$ cat src/rtl/irqc_pkg.sv
`timescale 1ns/1ps
package irqc_pkg;
  localparam int unsigned BUS_W  = 32;
  localparam int unsigned ADDR_W = 3;

  typedef enum logic [ADDR_W-1:0] {
    OFS_STATUS  = 3'd0,
    OFS_PENDING = 3'd1,
    OFS_ENABLE  = 3'd2,
    OFS_ACK     = 3'd3,
    OFS_EN_SET  = 3'd4,
    OFS_EN_CLR  = 3'd5,
    OFS_VECTOR  = 3'd6,
    OFS_MASTER  = 3'd7
  } reg_ofs_e;

  localparam logic [BUS_W-1:0] NO_VECTOR = '1;
endpackage

$ cat src/rtl/irqc_capture.sv
`timescale 1ns/1ps
module irqc_capture #(
  parameter int unsigned   N_SRC     = 32,
  parameter logic [N_SRC-1:0] EDGE_MASK = '0
) (
  input  logic             clk,
  input  logic             rst_n,
  input  logic             cap_en,
  input  logic [N_SRC-1:0] src,
  output logic [N_SRC-1:0] hw_set
);
  logic [N_SRC-1:0] src_q, src_d;
  logic [N_SRC-1:0] events;

  always_comb begin
    src_d = src;
  end

  always_ff @(posedge clk or negedge rst_n) begin
    if (!rst_n) src_q <= '0;
    else        src_q <= src_d;
  end

  for (genvar g = 0; g < N_SRC; g++) begin : g_kind
    if (EDGE_MASK[g]) begin : g_edge
      assign events[g] = src[g] & ~src_q[g];
    end else begin : g_level
      assign events[g] = src[g];
    end
  end

  assign hw_set = events & {N_SRC{cap_en}};

  // capture gated off by master bit 1
  property p_gate;
    @(posedge clk) disable iff (!rst_n) !cap_en |-> (hw_set == '0);
  endproperty
  a_r9_capture_gated: assert property (p_gate);
endmodule

$ cat src/rtl/irqc_regfile.sv
`timescale 1ns/1ps
module irqc_regfile
  import irqc_pkg::*;
#(
  parameter int unsigned N_SRC = 32
) (
  input  logic                  clk,
  input  logic                  rst_n,
  input  logic                  wr_en,
  input  logic [ADDR_W-1:0]     wr_addr,
  input  logic [BUS_W-1:0]      wr_data,
  input  logic [N_SRC-1:0]      hw_set,
  output logic [N_SRC-1:0]      status,
  output logic [N_SRC-1:0]      enable,
  output logic [1:0]            master
);
  logic [N_SRC-1:0] wmask;
  logic [N_SRC-1:0] status_d, enable_d;
  logic [1:0]       master_d;
  logic             wr_stat, wr_ack, wr_en_all, wr_set, wr_clr, wr_mst;
  logic             status_ce, enable_ce, master_ce;

  assign wmask     = wr_data[N_SRC-1:0];
  assign wr_stat   = wr_en && (wr_addr == OFS_STATUS);
  assign wr_ack    = wr_en && (wr_addr == OFS_ACK);
  assign wr_en_all = wr_en && (wr_addr == OFS_ENABLE);
  assign wr_set    = wr_en && (wr_addr == OFS_EN_SET);
  assign wr_clr    = wr_en && (wr_addr == OFS_EN_CLR);
  assign wr_mst    = wr_en && (wr_addr == OFS_MASTER);

  always_comb begin
    status_d = status;
    if (wr_stat)     status_d = wmask;
    else if (wr_ack) status_d = status & ~wmask;
    status_d  = status_d | hw_set;
    status_ce = wr_stat | wr_ack | (|hw_set);

    enable_d = enable;
    if (wr_en_all)   enable_d = wmask;
    else if (wr_set) enable_d = enable | wmask;
    else if (wr_clr) enable_d = enable & ~wmask;
    enable_ce = wr_en_all | wr_set | wr_clr;

    master_d  = wr_data[1:0];
    master_ce = wr_mst;
  end

  always_ff @(posedge clk or negedge rst_n) begin
    if (!rst_n)         status <= '0;
    else if (status_ce) status <= status_d;
  end

  always_ff @(posedge clk or negedge rst_n) begin
    if (!rst_n)         enable <= '0;
    else if (enable_ce) enable <= enable_d;
  end

  always_ff @(posedge clk or negedge rst_n) begin
    if (!rst_n)         master <= '0;
    else if (master_ce) master <= master_d;
  end

  property p_set;
    @(posedge clk) disable iff (!rst_n)
      wr_set |=> ((enable & $past(wmask)) == $past(wmask));
  endproperty
  a_r3_set_alias: assert property (p_set);

  property p_set_keep;
    @(posedge clk) disable iff (!rst_n)
      wr_set |=> ((enable & ~$past(wmask)) == ($past(enable) & ~$past(wmask)));
  endproperty
  a_r3_set_keeps_others: assert property (p_set_keep);

  property p_clr;
    @(posedge clk) disable iff (!rst_n)
      wr_clr |=> ((enable & $past(wmask)) == '0);
  endproperty
  a_r4_clear_alias: assert property (p_clr);

  property p_ack;
    @(posedge clk) disable iff (!rst_n)
      (wr_ack && !master[1]) |=> ((status & $past(wmask)) == '0);
  endproperty
  a_r6_ack_clears: assert property (p_ack);

  property p_hold;
    @(posedge clk) disable iff (!rst_n)
      (!wr_en && !master[1]) |=> $stable(status);
  endproperty
  a_r9_status_hold: assert property (p_hold);
endmodule

$ cat src/rtl/irqc_prio_enc.sv
`timescale 1ns/1ps
module irqc_prio_enc #(
  parameter int unsigned N_SRC = 32,
  localparam int unsigned IDX_W = (N_SRC > 1) ? $clog2(N_SRC) : 1
) (
  input  logic             clk,
  input  logic             rst_n,
  input  logic [N_SRC-1:0] pend,
  output logic [IDX_W-1:0] idx,
  output logic             valid
);
  always_comb begin
    idx   = '0;
    valid = 1'b0;
    for (int i = N_SRC - 1; i >= 0; i--) begin
      if (pend[i]) begin
        idx   = IDX_W'(i);
        valid = 1'b1;
      end
    end
  end

  // reported source is pending and no lower one is
  property p_lowest;
    @(posedge clk) disable iff (!rst_n)
      valid |-> (pend[idx] &&
                 ((pend & ((N_SRC'(1) << idx) - N_SRC'(1))) == '0));
  endproperty
  a_r11_lowest_pending: assert property (p_lowest);

  property p_none;
    @(posedge clk) disable iff (!rst_n) !valid |-> (pend == '0);
  endproperty
  a_r11_none_pending: assert property (p_none);
endmodule

$ cat src/rtl/irq_ctrl.sv
`timescale 1ns/1ps
module irq_ctrl
  import irqc_pkg::*;
#(
  parameter int unsigned      N_SRC     = 32,
  parameter logic [N_SRC-1:0] EDGE_MASK = 32'hFFFF_0000
) (
  input  logic             clk,
  input  logic             rst_n,
  input  logic [2:0]       bus_addr,
  input  logic             bus_wr,
  input  logic [31:0]      bus_wdata,
  output logic [31:0]      bus_rdata,
  input  logic [N_SRC-1:0] irq_src,
  output logic             irq_out
);
  localparam int unsigned IDX_W = (N_SRC > 1) ? $clog2(N_SRC) : 1;

  logic [1:0]       rst_sync;
  logic             core_rst_n;
  logic [N_SRC-1:0] hw_set, status, enable, pending;
  logic [1:0]       master;
  logic [IDX_W-1:0] vec_idx;
  logic             vec_valid;

  always_ff @(posedge clk or negedge rst_n) begin
    if (!rst_n) rst_sync <= '0;
    else        rst_sync <= {rst_sync[0], 1'b1};
  end
  assign core_rst_n = rst_sync[1];

  irqc_capture #(.N_SRC(N_SRC), .EDGE_MASK(EDGE_MASK)) u_capture (
    .clk    (clk),
    .rst_n  (core_rst_n),
    .cap_en (master[1]),
    .src    (irq_src),
    .hw_set (hw_set)
  );

  irqc_regfile #(.N_SRC(N_SRC)) u_regs (
    .clk     (clk),
    .rst_n   (core_rst_n),
    .wr_en   (bus_wr),
    .wr_addr (bus_addr),
    .wr_data (bus_wdata),
    .hw_set  (hw_set),
    .status  (status),
    .enable  (enable),
    .master  (master)
  );

  assign pending = status & enable;

  irqc_prio_enc #(.N_SRC(N_SRC)) u_prio (
    .clk   (clk),
    .rst_n (core_rst_n),
    .pend  (pending),
    .idx   (vec_idx),
    .valid (vec_valid)
  );

  assign irq_out = master[0] & vec_valid;

  always_comb begin
    bus_rdata = '0;
    unique case (reg_ofs_e'(bus_addr))
      OFS_STATUS:  bus_rdata[N_SRC-1:0] = status;
      OFS_PENDING: bus_rdata[N_SRC-1:0] = pending;
      OFS_ENABLE:  bus_rdata[N_SRC-1:0] = enable;
      OFS_VECTOR:  begin
        if (vec_valid) bus_rdata[IDX_W-1:0] = vec_idx;
        else           bus_rdata = NO_VECTOR;
      end
      OFS_MASTER:  bus_rdata[1:0] = master;
      default:     bus_rdata = '0;
    endcase
  end

  // line silent when master bit 0 is clear
  property p_irq_off;
    @(posedge clk) disable iff (!core_rst_n) !master[0] |-> !irq_out;
  endproperty
  a_r12_master_gates: assert property (p_irq_off);

  property p_irq_vec;
    @(posedge clk) disable iff (!core_rst_n) irq_out |-> (bus_addr != OFS_VECTOR || bus_rdata != NO_VECTOR);
  endproperty
  a_r12_irq_has_vector: assert property (p_irq_vec);
endmodule

$ cat config.mk
export PLATFORM = sky130hd
export DESIGN_NAME = irq_ctrl
export DESIGN_NICKNAME = d
export VERILOG_FILES = /design/src/rtl/irqc_pkg.sv /design/src/rtl/irqc_capture.sv /design/src/rtl/irqc_regfile.sv /design/src/rtl/irqc_prio_enc.sv /design/src/rtl/irq_ctrl.sv
export SDC_FILE = /design/constraint.sdc
export NUM_CORES = 1
export LEC_CHECK = 0
export BUFFER_PORTS_ARGS = -buffer_cell sky130_fd_sc_hd__buf_4
export CAP_MARGIN = 20
export CORE_MARGIN = 1
export CORE_UTILIZATION = 55
export DETAILED_ROUTE_END_ITERATION = 7
export HOLD_SLACK_MARGIN = 0.08
export PLACE_DENSITY = 0.81
export REMOVE_ABC_BUFFERS = 1
export SLEW_MARGIN = 30
export SYNTH_ARGS = -nofsm -noshare
export SYNTH_HDL_FRONTEND = slang
export SYNTH_SLANG_ARGS = --single-unit
$ cat constraint.sdc
create_clock -name clk -period 3.1 [get_ports clk]
set_input_delay 0.155 -clock clk [delete_from_list [all_inputs] [get_ports clk]]
set_output_delay 0.155 -clock clk [all_outputs]
set_load 0.01 [all_outputs]
==> reports/metrics.yaml <==
postRouteAntennaNets: 0
leakagePower_nw: 3.01
clk_pin_slew_ns: 0.08
portBuffers: 102
die_y_um: 97.2
p_sw_frac: 0.357
synth_cells: 563
p_comb_frac: 0.329
ir_drop_mv: 0.354
dieArea_um2: 9450
min_period_ns: 2.71
drt-wirelength-per-cell_um: 19.3
ys_async_sr_fraction: 1.00
drv_cap: 0
grt_pass1_wl_um: 27000
clockRootBuffer: "clkbuf_8"
drive_above_1_share: 0.226
dp.cells: 748
ys_seq_area_frac: 0.422
die_x_um: 97.2
rsz0062_at_grt: "no"
power.internal_mw: 2.38
slew_headroom: 0.487
synth_edf_count: 0
clockPowerShare: 0.232
final_nets: 800
power_switching_mw: 1.32
drv_slew: 0
skew_ns: 0.00962
setup_viol: 0
cts_sinks: 84
busiest_layer: "met2"
fmax_mhz: 368
cts-htree-levels: 3
grt_pass1_vias: 5425
critPathKind: "flop to output port"
synth-main-ff-cell: "dfrtp_1"
worst_setup_path_end_kind: "output port"
grtUsageMet3: 0.0806
hpwl_um: 9910
cp_max_fo: 27
required_ns: 2.94
grtUsageMet1: 0.456
final-hold-violation-count: 0
drtIter0Drc: 473
fin_crit_sh: 0.876
yosys_warnings: 0
initial_core_util: 0.569
cts_tree: "done"
cellPowerDensity_nw_per_um2: 541
overflow: 0
wirelength_um: 16300
grtUsageTotal: 0.354
worst_slew_pin_slew_ns: 0.769
via_per_inst: 6.49
syn_to_final_growth_pct: 37.5
clockBufferDepth: 2
holdCritPathClass: "primary input to flop"
vias: 5472
postPlaceCellArea_um2: 5850
synth_cell_type_count: 47
drtPass1Iterations: 6
final_area_um2: 6850
outcome: "finished, final reports clean"
drc: 0
clk_latency_ns: 0.36
ios: 103
finalSetupTns_ns: 0
syn_avg_cell_area_um2: 8.85
grt_antenna_before_repair: 0
num_rows: 34
grt_max_degree: 45
stdcell_count: 843
gp_congestion: 0.819
p_seq_frac: 0.439
n_antenna_cell: 0
start_kind: "flop"
coreArea_um2: 8760
grt_use_met2: 0.581
cts_buffers: 9
ys_seq_elements: 84
synthesis.area_um2: 4980
cp.arrival_ns: 2.56
==> worst paths after layout <==
| check | startpoint | cells past startpoint | slack [ns] | end |
|---|---|---|---|---|
| setup / recovery | flop | 6 | 0.39 | bus_rdata[7] |
| hold / removal | bus_wdata[9] | 2 | 0.09 | flop |
| setup reg to reg | u_regs.master[1] | 4 | 0.99 | u_regs.status[8] |
| hold reg to reg | rst_sync[1] | 0 | 0.35 | u_capture.src_q[31] |
| max in group asynchronous | rst_sync[1] | 1 | 2.11 | asynchronous set/reset pin |
| min in group asynchronous | rst_n | 2 | 0.12 | rst_sync[1] |
==> per-layer routing <==
layer,up-vias,share of wire
li1,2455,-
met1,2607,0.39
met2,350,0.48
met3,60,0.092
met4,0,0.029
met5,-,0
==> cells in the final DEF (no fill, tap or decap), drive strengths merged, types with 3 or more instances in the layout <==
master | Yosys | final
buf | 22 | 115
nand2 | 93 | 93
dfrtp | 84 | 84
dlygate4sd3 | 0 | 79
a32oi | 46 | 46
nand3 | 37 | 37
a21oi | 37 | 37
nor2 | 37 | 37
o21ai | 34 | 34
a22o | 33 | 33
a22oi | 31 | 31
nand2b | 27 | 27
inv | 20 | 20
clkbuf | 16 | 12
a31oi | 5 | 5
o211ai | 5 | 5
o2111ai | 4 | 4
nor3 | 4 | 4
a221o | 3 | 3
nand4 | 3 | 3
==> metrics by stage <==
step                hold WS, ns  total power, mW  utilization  worst slack, ns
finish                   0.0915             3.71        0.782            0.386
floorplan                -0.141             2.25            -            0.578
CTS                      0.0821             3.68        0.782            0.385
detailed placement      -0.0595             2.71        0.668            0.789
global route             0.0811             3.90        0.782            0.213
global placement        -0.0625             2.66        0.664            0.867
==> worst max-delay path: stages (launching register included) <==
cell and delay (ns):
dfrtp_1 0.46, a22oi_2 0.23, nand2_1 0.16, nor4_4 0.37, nand4_4 0.48, o21ai_0 0.31, buf_4 0.18
==> final cells by class <==
class	instances	area, µm²
Timing Repair Buffer	194	1670
Clock inverter	4	75.1
Fill cell	534	1910
Sequential cell	84	2110
Tap cell	108	135
Multi-Input combinational cell	421	2660
Inverter	20	75.1
Clock buffer	12	135
==> cells in the mapped netlist, types with 10 or more instances <==
cell,number,area [µm²]
a21oi_1,37,185
a22o_1,33,289
a22oi_1,21,158
a22oi_2,10,125
a32oi_1,46,403
buf_2,18,90.1
clkbuf_1,16,60.1
dfrtp_1,84,2100
inv_1,17,63.8
nand2_1,92,345
nand2b_1,27,169
nand3_1,37,185
nor2_1,36,135
o21ai_0,11,55.1
o21ai_1,13,65.1
o21ai_2,10,87.6
==> power by group through the flow <==
stage / Clock [mW] / Combinational [mW] / Sequential (mW)
final: 0.860 / 1.22 / 1.63
after global routing: 0.917 / 1.33 / 1.66
after CTS: 0.870 / 1.20 / 1.61
after detailed placement: 0 / 1.08 / 1.63
after global placement: 0 / 1.04 / 1.62
after floorplan: 0 / 0.698 / 1.55
==> cells by family (layout without fill, tap and decap cells) <==
family	Yosys count	after routing	share of synthesized area
compound gates	211	211	0.324
simple gates	207	207	0.198
other cells	1	1	0.000752
mux	2	2	0.00452
flops	84	84	0.422
buf+inv	58	230	0.0512
==> what timing repair did <==
| action | in CTS | in global routing |
|---|---|---|
| hold endpoints to repair | 82 | 0 |
| setup buffers | 0 | 0 |
| hold buffers | 79 | 0 |
| resized for setup | 0 | 0 |
(Power assumes the default switching activity.)
